--- src/rtl/smon_pkg.sv ---
package smon_pkg;
  localparam int AW      = 7;
  localparam int NUM_INT = 3;
  localparam int CH_TEMP  = 0;
  localparam int CH_VCORE = 1;
  localparam int CH_VAUX  = 2;

  localparam logic [AW-1:0] A_LAST    = 7'h00;
  localparam logic [AW-1:0] A_MAX     = 7'h20;
  localparam logic [AW-1:0] A_MIN     = 7'h40;
  localparam logic [AW-1:0] A_TEMP_HI = 7'h60;
  localparam logic [AW-1:0] A_PD_LIM  = 7'h61;
  localparam logic [AW-1:0] A_PD_REL  = 7'h62;
  localparam logic [AW-1:0] A_VC_HI   = 7'h63;
  localparam logic [AW-1:0] A_VC_LO   = 7'h64;
  localparam logic [AW-1:0] A_VA_HI   = 7'h65;
  localparam logic [AW-1:0] A_VA_LO   = 7'h66;
  localparam logic [AW-1:0] A_EXT_EN  = 7'h67;
  localparam logic [AW-1:0] A_CTRL    = 7'h68;
  localparam logic [AW-1:0] A_STATUS  = 7'h69;

  typedef enum logic [1:0] {ST_IDLE, ST_START, ST_WAIT} seq_st_e;
endpackage

--- src/rtl/smon_seq.sv ---
module smon_seq
  import smon_pkg::*;
#(
  parameter int NCH     = 7,
  parameter int NUM_EXT = 4,
  parameter int CW      = 3
) (
  input  logic               clk,
  input  logic               rst_n,
  input  logic [NUM_EXT-1:0] ext_en,
  input  logic               adc_done,
  output logic               adc_start,
  output logic [CW-1:0]      chan,
  output logic               smp_valid
);
  seq_st_e         st_q, st_d;
  logic [CW-1:0]   chan_q, chan_d, nxt;
  logic [NCH-1:0]  en_vec;

  assign en_vec = {ext_en, {NUM_INT{1'b1}}};

  // next enabled channel after the current one, wrapping
  always_comb begin : next_search
    logic [CW:0] cand;
    logic        found;
    nxt   = chan_q;
    found = 1'b0;
    cand  = '0;
    for (int i = 1; i <= NCH; i++) begin
      cand = {1'b0, chan_q} + (CW+1)'(i);
      if (cand >= (CW+1)'(NCH)) cand = cand - (CW+1)'(NCH);
      if (!found && en_vec[cand[CW-1:0]]) begin
        nxt   = cand[CW-1:0];
        found = 1'b1;
      end
    end
  end

  always_comb begin
    st_d   = st_q;
    chan_d = chan_q;
    case (st_q)
      ST_IDLE:  st_d = ST_START;
      ST_START: st_d = ST_WAIT;
      ST_WAIT: if (adc_done) begin
        st_d   = ST_START;
        chan_d = nxt;
      end
      default:  st_d = ST_IDLE;
    endcase
  end

  always_ff @(posedge clk or negedge rst_n) begin
    if (!rst_n) begin
      st_q   <= ST_IDLE;
      chan_q <= '0;
    end else begin
      st_q   <= st_d;
      chan_q <= chan_d;
    end
  end

  assign adc_start = (st_q == ST_START);
  assign chan      = chan_q;
  assign smp_valid = (st_q == ST_WAIT) && adc_done;
endmodule

--- src/rtl/smon_store.sv ---
module smon_store #(
  parameter int NCH = 7,
  parameter int DW  = 10,
  parameter int CW  = 3
) (
  input  logic          clk,
  input  logic          rst_n,
  input  logic          smp_valid,
  input  logic [CW-1:0] smp_chan,
  input  logic [DW-1:0] smp_data,
  output logic [DW-1:0] last_o [NCH],
  output logic [DW-1:0] max_o  [NCH],
  output logic [DW-1:0] min_o  [NCH]
);
  for (genvar g = 0; g < NCH; g++) begin : g_ch
    logic          hit;
    logic [DW-1:0] last_q, max_q, min_q;
    logic [DW-1:0] last_d, max_d, min_d;

    assign hit = smp_valid && (smp_chan == CW'(g));

    always_comb begin
      last_d = last_q;
      max_d  = max_q;
      min_d  = min_q;
      if (hit) begin
        last_d = smp_data;
        if (smp_data > max_q) max_d = smp_data;
        if (smp_data < min_q) min_d = smp_data;
      end
    end

    always_ff @(posedge clk or negedge rst_n) begin
      if (!rst_n) begin
        last_q <= '0;
        max_q  <= '0;
        min_q  <= '1;
      end else begin
        last_q <= last_d;
        max_q  <= max_d;
        min_q  <= min_d;
      end
    end

    assign last_o[g] = last_q;
    assign max_o[g]  = max_q;
    assign min_o[g]  = min_q;
  end
endmodule

--- src/rtl/smon_alarm.sv ---
module smon_alarm #(
  parameter int DW = 10
) (
  input  logic          clk,
  input  logic          rst_n,
  input  logic          smp_temp,
  input  logic          smp_vcore,
  input  logic          smp_vaux,
  input  logic [DW-1:0] smp_data,
  input  logic [DW-1:0] thr_temp_hi,
  input  logic [DW-1:0] pd_lim,
  input  logic [DW-1:0] pd_rel,
  input  logic [DW-1:0] vc_hi,
  input  logic [DW-1:0] vc_lo,
  input  logic [DW-1:0] va_hi,
  input  logic [DW-1:0] va_lo,
  input  logic          clr_req,
  input  logic [DW-1:0] temp_last,
  output logic          alarm_temp,
  output logic          alarm_vcore,
  output logic          alarm_vaux,
  output logic          pd_req
);
  logic at_q, at_d, avc_q, avc_d, ava_q, ava_d, pd_q, pd_d;

  always_comb begin
    at_d  = at_q;
    avc_d = avc_q;
    ava_d = ava_q;
    pd_d  = pd_q;
    if (smp_temp)  at_d  = (smp_data > thr_temp_hi);
    if (smp_vcore) avc_d = (smp_data > vc_hi) || (smp_data < vc_lo);
    if (smp_vaux)  ava_d = (smp_data > va_hi) || (smp_data < va_lo);
    if (clr_req && (temp_last < pd_rel)) pd_d = 1'b0;
    if (smp_temp && (smp_data > pd_lim)) pd_d = 1'b1;
  end

  always_ff @(posedge clk or negedge rst_n) begin
    if (!rst_n) begin
      at_q  <= 1'b0;
      avc_q <= 1'b0;
      ava_q <= 1'b0;
      pd_q  <= 1'b0;
    end else begin
      at_q  <= at_d;
      avc_q <= avc_d;
      ava_q <= ava_d;
      pd_q  <= pd_d;
    end
  end

  assign alarm_temp  = at_q;
  assign alarm_vcore = avc_q;
  assign alarm_vaux  = ava_q;
  assign pd_req      = pd_q;
endmodule

--- src/rtl/smon_top.sv ---
module smon_top
  import smon_pkg::*;
#(
  parameter  int NUM_EXT = 4,
  parameter  int DW      = 10,
  parameter  int BW      = 32,
  localparam int NCH     = NUM_INT + NUM_EXT,
  localparam int CW      = $clog2(NCH)
) (
  input  logic          clk,
  input  logic          rst_n,
  output logic          adc_start,
  output logic [CW-1:0] adc_chan,
  input  logic          adc_done,
  input  logic [DW-1:0] adc_data,
  input  logic          rd_en,
  input  logic          wr_en,
  input  logic [AW-1:0] addr,
  input  logic [BW-1:0] wdata,
  output logic [BW-1:0] rdata,
  output logic          alarm_temp,
  output logic          alarm_vcore,
  output logic          alarm_vaux,
  output logic          pd_req
);
  logic [1:0]         rs_q;
  logic               rst_ni;
  logic               smp_valid;
  logic [DW-1:0]      last_v [NCH];
  logic [DW-1:0]      max_v  [NCH];
  logic [DW-1:0]      min_v  [NCH];
  logic [DW-1:0]      thr_temp_hi, pd_lim, pd_rel, vc_hi, vc_lo, va_hi, va_lo;
  logic [NUM_EXT-1:0] ext_en_q;
  logic               clr_req;
  logic [BW-1:0]      rd_d, rdata_q;
  logic               unused_wdata;

  // reset: asserted at once, released after two clock edges
  always_ff @(posedge clk or negedge rst_n) begin
    if (!rst_n) rs_q <= '0;
    else        rs_q <= {rs_q[0], 1'b1};
  end
  assign rst_ni = rs_q[1];

  smon_seq #(.NCH(NCH), .NUM_EXT(NUM_EXT), .CW(CW)) u_seq (
    .clk(clk), .rst_n(rst_ni), .ext_en(ext_en_q), .adc_done(adc_done),
    .adc_start(adc_start), .chan(adc_chan), .smp_valid(smp_valid)
  );

  smon_store #(.NCH(NCH), .DW(DW), .CW(CW)) u_store (
    .clk(clk), .rst_n(rst_ni), .smp_valid(smp_valid), .smp_chan(adc_chan),
    .smp_data(adc_data), .last_o(last_v), .max_o(max_v), .min_o(min_v)
  );

  assign clr_req = wr_en && (addr == A_CTRL) && wdata[0];

  smon_alarm #(.DW(DW)) u_alarm (
    .clk(clk), .rst_n(rst_ni),
    .smp_temp (smp_valid && (adc_chan == CW'(CH_TEMP))),
    .smp_vcore(smp_valid && (adc_chan == CW'(CH_VCORE))),
    .smp_vaux (smp_valid && (adc_chan == CW'(CH_VAUX))),
    .smp_data(adc_data), .thr_temp_hi(thr_temp_hi), .pd_lim(pd_lim),
    .pd_rel(pd_rel), .vc_hi(vc_hi), .vc_lo(vc_lo), .va_hi(va_hi),
    .va_lo(va_lo), .clr_req(clr_req), .temp_last(last_v[CH_TEMP]),
    .alarm_temp(alarm_temp), .alarm_vcore(alarm_vcore),
    .alarm_vaux(alarm_vaux), .pd_req(pd_req)
  );

  // configuration registers, each with its own write enable
  always_ff @(posedge clk or negedge rst_ni) begin
    if (!rst_ni) begin
      thr_temp_hi <= '1;
      pd_lim      <= '1;
      pd_rel      <= '0;
      vc_hi       <= '1;
      vc_lo       <= '0;
      va_hi       <= '1;
      va_lo       <= '0;
      ext_en_q    <= '1;
    end else begin
      if (wr_en && addr == A_TEMP_HI) thr_temp_hi <= wdata[DW-1:0];
      if (wr_en && addr == A_PD_LIM)  pd_lim      <= wdata[DW-1:0];
      if (wr_en && addr == A_PD_REL)  pd_rel      <= wdata[DW-1:0];
      if (wr_en && addr == A_VC_HI)   vc_hi       <= wdata[DW-1:0];
      if (wr_en && addr == A_VC_LO)   vc_lo       <= wdata[DW-1:0];
      if (wr_en && addr == A_VA_HI)   va_hi       <= wdata[DW-1:0];
      if (wr_en && addr == A_VA_LO)   va_lo       <= wdata[DW-1:0];
      if (wr_en && addr == A_EXT_EN)  ext_en_q    <= wdata[NUM_EXT-1:0];
    end
  end
  assign unused_wdata = ^wdata;

  // read multiplexer
  always_comb begin
    rd_d = '0;
    for (int c = 0; c < NCH; c++) begin
      if (addr == A_LAST + AW'(c)) rd_d = BW'(last_v[c]);
      if (addr == A_MAX  + AW'(c)) rd_d = BW'(max_v[c]);
      if (addr == A_MIN  + AW'(c)) rd_d = BW'(min_v[c]);
    end
    case (addr)
      A_TEMP_HI: rd_d = BW'(thr_temp_hi);
      A_PD_LIM:  rd_d = BW'(pd_lim);
      A_PD_REL:  rd_d = BW'(pd_rel);
      A_VC_HI:   rd_d = BW'(vc_hi);
      A_VC_LO:   rd_d = BW'(vc_lo);
      A_VA_HI:   rd_d = BW'(va_hi);
      A_VA_LO:   rd_d = BW'(va_lo);
      A_EXT_EN:  rd_d = BW'(ext_en_q);
      A_STATUS:  rd_d = BW'({pd_req, alarm_vaux, alarm_vcore, alarm_temp});
      default:   ;
    endcase
  end

  always_ff @(posedge clk or negedge rst_ni) begin
    if (!rst_ni)    rdata_q <= '0;
    else if (rd_en) rdata_q <= rd_d;
  end
  assign rdata = rdata_q;
endmodule

--- config.mk ---
export PLATFORM = sky130hd
export DESIGN_NAME = smon_top
export DESIGN_NICKNAME = d
export VERILOG_FILES = /design/src/rtl/smon_pkg.sv /design/src/rtl/smon_seq.sv /design/src/rtl/smon_store.sv /design/src/rtl/smon_alarm.sv /design/src/rtl/smon_top.sv
export SDC_FILE = /design/constraint.sdc
export NUM_CORES = 1
export LEC_CHECK = 0
export BUFFER_PORTS_ARGS = -buffer_cell sky130_fd_sc_hd__buf_2
export CORE_UTILIZATION = 60
export DETAILED_ROUTE_END_ITERATION = 16
export PLACE_DENSITY = 0.78
export RECOVER_POWER = 50
export SETUP_SLACK_MARGIN = 0.3
export SYNTH_ARGS = -nofsm -noshare
export SYNTH_HDL_FRONTEND = slang
export SYNTH_SLANG_ARGS = --single-unit
--- constraint.sdc ---
create_clock -name clk -period 18.9 [get_ports clk]
set_input_delay 3.78 -clock clk [delete_from_list [all_inputs] [get_ports clk]]
set_output_delay 3.78 -clock clk [all_outputs]
set_load 0.05 [all_outputs]
# --- Word level (Yosys, flattened, before mapping) ---
# Index checks and enable logic that the tools add are counted.
# Widths: inputs -> output; s select.
totals:
  regBits: 327
  inputBits: 54
  out_inout_bits: 40
  wordCells: 239
classes:
  addsub: 14
  n_lt_le_gt_ge: 35
  n_eq_ne: 39
  mux: 60
  n_reduce_logical: 54
op_table:
  columns: ["op", "n"]
  rows:
  - ["$mux 32", 20]
  - ["$pmux 32 s9", 1]
  - ["$eq 7x7->1 const B", 17]
  - ["$gt 10x10->1", 11]
  - ["$lt 10x10->1", 10]
  - ["$eq 7x6->1 const B", 7]
  - ["$mux 3", 14]
  - ["$ge 4x3->1 const B", 7]
  - ["$lt 3x4->1 const B", 7]
  - ["$reduce_and 2->1", 14]
  - ["$logic_and 1x1->1", 26]
  - ["$bmux 1 s3", 7]
  - ["$eq 7x3->1 const B", 3]
  - ["$sub 3x3->3 const B", 7]
  - ["$add 3x3->4 const B", 4]
  - ["$mux 1", 15]
  - ["$eq 7x2->1 const B", 2]
  - ["$mux 10", 1]
  - ["$eq 3x3->1 const B", 3]
  - ["$add 3x2->4 const B", 2]
  - ["$eq 7x1->1 const B", 1]
  - ["$logic_not 7->1", 1]
  - ["$reduce_bool 7->1", 1]
  - ["$eq 3x2->1 const B", 2]
  - ["13 further kinds", 19]

# --- Depth between registers and ports, before layout ---
# Gate-level depths: netlist (run 1).
depth:
  ltp_word: 25
  mapped_depth: 16

# --- Modules after synthesis ---
# From an unflattened synthesis (run 1), not the netlist that was laid out.
hier_totals:
  hier_cells: 2145
  area_unflattened_um2: 21484.4
by_module_without_submodules:
  columns: ["mod", "n_inst", "cells_each", "area_each_um2", "seq_area_each_um2"]
  rows:
  - ["smon_store", 1, 926, 11330.9, 5342.6]
  - ["smon_top", 1, 726, 6756.5, 2207.1]
  - ["smon_alarm", 1, 256, 1810.5, 100.1]
  - ["smon_seq", 1, 237, 1586.5, 125.1]

# --- Least setup slack after synthesis (run 1) ---
# OpenSTA, ideal clock, no wires.
synth_path:
  path_kind: "input to register"
  from: "input adc_data[0]"
  to: "register u_store.g_ch[1].max_q[0]"
  t_arrival_ns: 6.504
  slack_ns: 12.271
  cell_stages: 13
  path_buffers: 2
  cell_sequence: "clkbuf_1 inv_1 clkbuf_1 ha_1 nor2b_1 o21a_1 o21a_1 o21a_1 o21a_1 o21ai_0 a21oi_1 o31ai_2 mux2_2"
synth_via:
  elab_chain_len: 2
synth_rtl:
  columns: ["item", "line", "text"]
  rows:
  - ["start, declared", "smon_top.sv:15", "input logic [DW-1:0] adc_data,"]
  - ["$gt 10x10->1", "smon_store.sv:28", "if (smp_data > max_q) max_d = smp_data;"]
  - ["$reduce_and 2->1 (no source line)", null, null]
  - ["end signal, assigned", "smon_store.sv:40", "max_q <= max_d;"]
  - ["end, declared", "smon_store.sv:17", "logic [DW-1:0] last_q, max_q, min_q;"]
# Several ways; a longest one is shown, not always the timed one.
# A chain may end at the register's enable or synchronous reset.

==> results_dict.tcl, run 1 <==
set metrics [dict create \
    grt_max_degree 161 \
    numCtsBuffers 35 \
    num_vias 16500 \
    htree_levels 2 \
    clock_skew_ns 0.0117 \
    antenna_left 0 \
    grt_overflow 0 \
    multi_input_area_sq_um 11200 \
    critPathKind "reg2async" \
    slew_viol_final 308 \
    final_util_pct 66.9 \
    viasPerCell 6.56 \
    status "finished, violations left" \
    path_delay_family "buffers and inverters" \
    synthCells 2018 \
    drt_iter0_markers 1839 \
    coreArea_sq_um 32800 \
    drive_gt1_share_pct 24.1 \
    grt_util_all_layers_pct 34.3 \
    synthToLayoutAreaGrowth_pct 8.72 \
    syn_avg_cell_area_sq_um 10.0 \
    path_buf_inv 1 \
    hold_class "reg2reg" \
    start_util_pct 61.5 \
    slew_headroom_pct -452 \
    min_from "rs_q[0]" \
    first_global_vias 16400 \
    synth-edff-count 0 \
    final-setup-viol-count 0 \
    die-width_microns 185 \
    cp-start-kind "register" \
    arrival_ns 9.15 \
    cts_setup_buffers 0 \
    r2r_slack_ns 8.31 \
    hold_path_end "rs_q[1]" \
    hold_path_depth 0 \
    design_power_total_w 0.00277 \
    drc 0 \
    fin_setup_tns_ns 0 \
    r2r-end "rdata[8]" \
    cts_tree "done" \
    cts_hold_buf 0 \
    worstSkewPairLatency_ns 0.53 \
    die_h_microns 185 \
    worstPathMaxFanout 160 \
    crit_required_ns 17.45 \
    tightestPinTransition_ns 8.29 \
    path_clk_slew_ns 0.05 \
    violations "capacitance limit, slew limit" \
    finalCritPeriodShare_pct 56.1 \
    final_net_count 2303 \
    maxCapViolations 4 \
    finalCriticalPeriod_ns 10.59 \
    critPathCaptureType "asynchronous set/reset pin" \
    row_count 66 \
    synth_seq_cells 305 \
    cts_buffer_depth 3 \
    final_hold_viol_count 0 \
    rr_worst_depth 1 \
    rsz0062_at_grt "false" \
    n_fill_cell 2478 \
    power_density_nw_per_um2 126 \
    gp_congestion 0.913 \
    fmax_mhz 94.4 \
    slowest_stage "clkbuf_1" \
    ctsResizeCount 0 \
    hold-worst-slack_ns 0.348 \
    synth_warnings 0 \
    antenna_found_initial 5 \
    synthArstFlopShare_pct 100 \
    critical_path.cell_chain "clkbuf_1" \
    ys.flop_type "dfrtp_1" \
    io_buffers 49 \
    drt-total-wl_mm 57.3 \
    synth.distinct_cells 87 \
    post-place-cells 2441 \
    dp_hpwl_mm 38.5 \
    grt_first_pass_wirelength_mm 90.5 \
    ir_drop_mv 0.0740 \
    power_leakage_nw 9.92 \
    finalNonFillerCells 2507 \
    dieArea_sq_um 34400 \
    syn_area_sq_um 20200 \
    io-pin-count 94 \
    ys_seq_area_share_pct 38.5 \
    critical_path.max_stage_delay_ns 5.89 \
    root_buffer "clkbuf_16" \
    cts_num_sinks 305 \
    r2r_start "rs_q[1]" \
    layout.area.seq_sq_um 7770 \
    avgRoutedWirePerCell_microns 22.8 \
    dr.pass1.iters 6 \
]
cell usage after synthesis (6+ instances only):
master	n	share of area, %
o211ai_1	17	0.63
buf_4	26	0.97
a31oi_1	9	0.28
buf_2	7	0.17
buf_1	6	0.11
a2111oi_0	9	0.39
clkbuf_1	72	1.3
xnor2_1	6	0.26
a311oi_1	6	0.26
o21a_1	22	0.82
nand2b_1	18	0.56
mux2_2	234	13
o22ai_1	35	1.1
and3_1	6	0.19
a21o_1	73	2.7
a221oi_1	29	1.3
o221ai_1	7	0.30
dfrtp_1	191	24
a21oi_1	66	1.6
a211o_1	7	0.30
a22oi_1	15	0.56
inv_1	211	3.9
a22o_1	6	0.26
a211oi_1	20	0.74
nand3_1	17	0.42
nor2_1	100	1.9
nor3_1	27	0.67
nand4_1	31	0.96
o22a_1	6	0.26
a221o_1	7	0.35
nor2b_1	10	0.31
ha_1	212	13
o21ai_0	114	2.8
nand2_1	160	3.0
mux2i_1	23	1.1
dfstp_2	114	15
a222oi_1	13	0.65
registers in the layout, indices dropped and copies added, names as in the netlist:
signal and flops:
u_seq.chan 3, u_alarm.pd_req 1, vc_lo 10, u_alarm.alarm_temp 1, va_hi 10, vc_hi 10
u_store.g_ch.max_q 70, va_lo 10, u_seq.st_q 2, pd_rel 10, thr_temp_hi 10, u_store.g_ch.last_q 70
ext_en_q 4, u_alarm.alarm_vaux 1, u_alarm.alarm_vcore 1, u_store.g_ch.min_q 70, pd_lim 10, rdata 10
rs_q 2
layout make-up:
class | count | area share (%)
Timing Repair Buffer | 71 | 1.81
Inverter | 211 | 3.61
Clock inverter | 8 | 0.650
Antenna cell | 3 | 0.0342
Multi-Input combinational cell | 1412 | 51.0
Tap cell | 442 | 2.52
Clock buffer | 55 | 4.94
Sequential cell | 305 | 35.5
cells in the final DEF (no fill, tap or decap), types with 7 or more instances in the layout:
master     instances
a211o_1            7
o22ai_1           35
a31oi_1            9
a221o_1            7
nand2_1          160
a2111oi_0          9
a22oi_1           15
nand2b_1          18
buf_2             47
a221oi_1          29
a21oi_1           66
nand3_1           17
mux2_2           234
nand4_1           31
dfrtp_1          191
ha_1             212
clkbuf_16         37
buf_4             19
o21a_1            22
nor2_1           100
o211ai_1          17
a211oi_1          20
clkbuf_1          14
o221ai_1           7
o21ai_0          114
nor2b_1           10
conb_1            23
inv_1            211
dfstp_2          114
clkbuf_8           9
a222oi_1          13
mux2i_1           23
a21o_1            73
nor3_1            26
metrics by stage:
step                      instance area (sq um)  worst slack (ns)
after global placement                    20700             11.66
final                                     21900              8.31
after floorplan                           20200              9.97
after detailed placement                  20700             11.66
after CTS                                 22000             12.15
after global routing                      21900              6.46
layer usage:
layer / vias to the layer above / track usage (%) / share of wire, %
met5: - / 0 / 0.040
met4: 4 / 18.7 / 5.8
met3: 234 / 6.80 / 8.8
met2: 870 / 53.8 / 45
met1: 8036 / 44.5 / 40
li1: 7309 / - / -
worst max-delay path by stage:
stage | from | endpoint | slack [ns] | cells after the start
finish | rs_q[1] | rdata[8] | 8.31 | 1
global route | rs_q[1] | u_store.g_ch[6].last_q[2] | 6.46 | 1
CTS | addr[5] | rdata[6] | 12.15 | 10
detailed placement | addr[5] | rdata[6] | 11.66 | 10
global placement | addr[5] | rdata[6] | 11.66 | 10
floorplan | rs_q[1] | pd_rel[0] | 9.97 | 0
power by group:
part	switching [W]	leakage, nW	internal [W]
clock	0.000273	0.600	0.000448
combinational	0.000580	5.80	0.000454
sequential	0.000147	3.52	0.000869
cell families after synthesis:
family	after synthesis	synth area share, %
and+or+nand+nor	407	9.48
xor gates and xnor gates	9	0.521
buffers and inverters	322	6.52
DFF	305	38.5
adders and majority gates	213	13.2
other	2	0.0372
AOI/OAI and AO/OA	501	17.3
muxes	259	14.4
(Power assumes the default switching activity.)
==> inputs of run 2 (changes only) <==
--- a/config.mk
+++ b/config.mk
@@ -6,7 +6,7 @@
 export NUM_CORES = 1
 export LEC_CHECK = 0
 export BUFFER_PORTS_ARGS = -buffer_cell sky130_fd_sc_hd__buf_2
-export CORE_UTILIZATION = 60
+export CORE_UTILIZATION = 57
 export DETAILED_ROUTE_END_ITERATION = 16
 export PLACE_DENSITY = 0.78
 export RECOVER_POWER = 50
==> constraint.sdc (replaced) <==
create_clock -name clk -period 9.7 [get_ports clk]
set_input_delay 1.94 -clock clk [delete_from_list [all_inputs] [get_ports clk]]
set_output_delay 1.94 -clock clk [all_outputs]
set_load 0.05 [all_outputs]
==> results_dict.tcl, run 2 (synthesis results as in run 1) <==
set metrics [dict create \
    status "finished, violations left" \
    violations "capacitance limit, slew limit" \
    cts_buffer_depth 3 \
    hold_class "reg2reg" \
    startpoint "rs_q[1]" \
    root_buffer "clkbuf_16" \
    r2r-end "u_seq.chan[0]" \
    tightestPinTransition_ns 4.50 \
    worstSkewPairLatency_ns 0.52 \
    dp_hpwl_mm 39.3 \
    numCtsBuffers 35 \
    rr_worst_depth 1 \
    most-common-layout-cells "mux2_2 (234), ha_1 (212), inv_1 (211), dfrtp_1 (191), nand2_1 (160)" \
    clock_skew_ns 0.0156 \
    path_clk_slew_ns 0.06 \
    cts_hold_buf 0 \
    rsz0062_at_grt "false" \
    dr.pass1.iters 7 \
    maxCapViolations 3 \
    final-setup-viol-count 0 \
    final_net_count 2303 \
    power_density_nw_per_um2 243 \
    drt_iter0_markers 1650 \
    ctsResizeCount 0 \
    path_delay_family "buffers and inverters" \
    htree_levels 2 \
    drive_gt1_share_pct 24.2 \
    critical_path.max_stage_delay_ns 3.13 \
    start_util_pct 58.1 \
    cts_tree "done" \
    post-place-cells 2454 \
    top_regs "u_store.g_ch.last_q: 70 flops, u_store.g_ch.max_q: 70 flops, u_store.g_ch.min_q: 70 flops" \
    cts_setup_buffers 0 \
    final_hold_viol_count 0 \
    crit_cells 1 \
    power_leakage_nw 9.89 \
    ir_drop_mv 0.177 \
    coreArea_sq_um 34700 \
    endpoint "u_seq.chan[0]" \
    drt-total-wl_mm 57.8 \
    setup_ws_ns 3.47 \
    critical_path.cell_chain "clkbuf_2" \
    crit_required_ns 9.26 \
    slew_viol_final 308 \
    drc 0 \
    avgRoutedWirePerCell_microns 22.9 \
    slew_headroom_pct -200 \
    slowest_stage "clkbuf_2" \
    row_count 68 \
    viasPerCell 6.52 \
    layout_commonest_cell "mux2_2" \
    grt_util_all_layers_pct 32.5 \
    io-pin-count 94 \
    finalNonFillerCells 2520 \
    fmax_mhz 160 \
    r2r_slack_ns 3.47 \
    r2r_start "rs_q[1]" \
    cp-start-kind "register" \
    antenna_found_initial 4 \
    critPathKind "reg2async" \
    synthToLayoutAreaGrowth_pct 8.44 \
    post-place-ws_ns 4.16 \
    path_buf_inv 1 \
    io_buffers 49 \
    num_vias 16400 \
    finalCriticalPeriod_ns 6.23 \
    antenna_left 0 \
    grt_first_pass_wirelength_mm 91.2 \
    die_h_microns 190 \
    worstPathMaxFanout 180 \
    grt_overflow 0 \
    first_global_vias 16400 \
    cts_num_sinks 305 \
    grt_max_degree 181 \
    fin_setup_tns_ns 0 \
    critPathCaptureType "asynchronous set/reset pin" \
    gp_congestion 0.940 \
    dieArea_sq_um 36100 \
    arrival_ns 5.80 \
    die-width_microns 190 \
    finalCritPeriodShare_pct 64.3 \
]
## run 2: per-stage QoR
stage | hold slack (ns) | utilization [%] | area [sq um] | total power, W
5_1_grt | 0.357 | 63.0 | 21900 | 0.00562
3_3_place_gp | 0.339 | 59.8 | 20800 | 0.00387
6_report | 0.346 | 63.0 | 21900 | 0.00532
3_5_place_dp | 0.335 | 59.8 | 20800 | 0.00397
2_1_floorplan | 0.331 | - | 20200 | 0.00348
4_1_cts | 0.347 | 63.1 | 21900 | 0.00530
## run 2: how the worst min path moves through the flow
stage,from,depth (start not counted),slack (ns),to
floorplan,rs_q[0],0,0.33,rs_q[1]
global route,rs_q[0],0,0.36,rs_q[1]
global placement,rs_q[0],0,0.34,rs_q[1]
CTS,rs_q[0],0,0.35,rs_q[1]
finish,rs_q[0],0,0.35,rs_q[1]
detailed placement,rs_q[0],0,0.33,rs_q[1]
## run 2: report_power, final
group / switching (W) / internal (W) / leakage, nW / total [W]
clock network: 0.000529 / 0.000789 / 0.562 / 0.00132
registers: 0.000291 / 0.00169 / 3.52 / 0.00198
logic: 0.00113 / 0.000891 / 5.81 / 0.00202
total: 0.00195 / 0.00337 / 9.89 / 0.00532
## run 2: routing by layer
metal / part of all wire [%] / vias to the layer above / track usage (%)
met5: 0 / - / 0
met4: 4.8 / 0 / 15.9
met3: 8.2 / 184 / 4.83
met2: 46 / 847 / 51.7
met1: 41 / 8104 / 43.4
li1: - / 7297 / -
## run 2: cell type report
class,count,area [sq um]
antenna,3,7.51
clock buffer,57,1080
clock inverter,6,58.8
tap,455,569
sequential,305,7770
timing repair buffer,71,399
fill,2773,12800
multi-input combinational,1412,11200
inverter,211,792
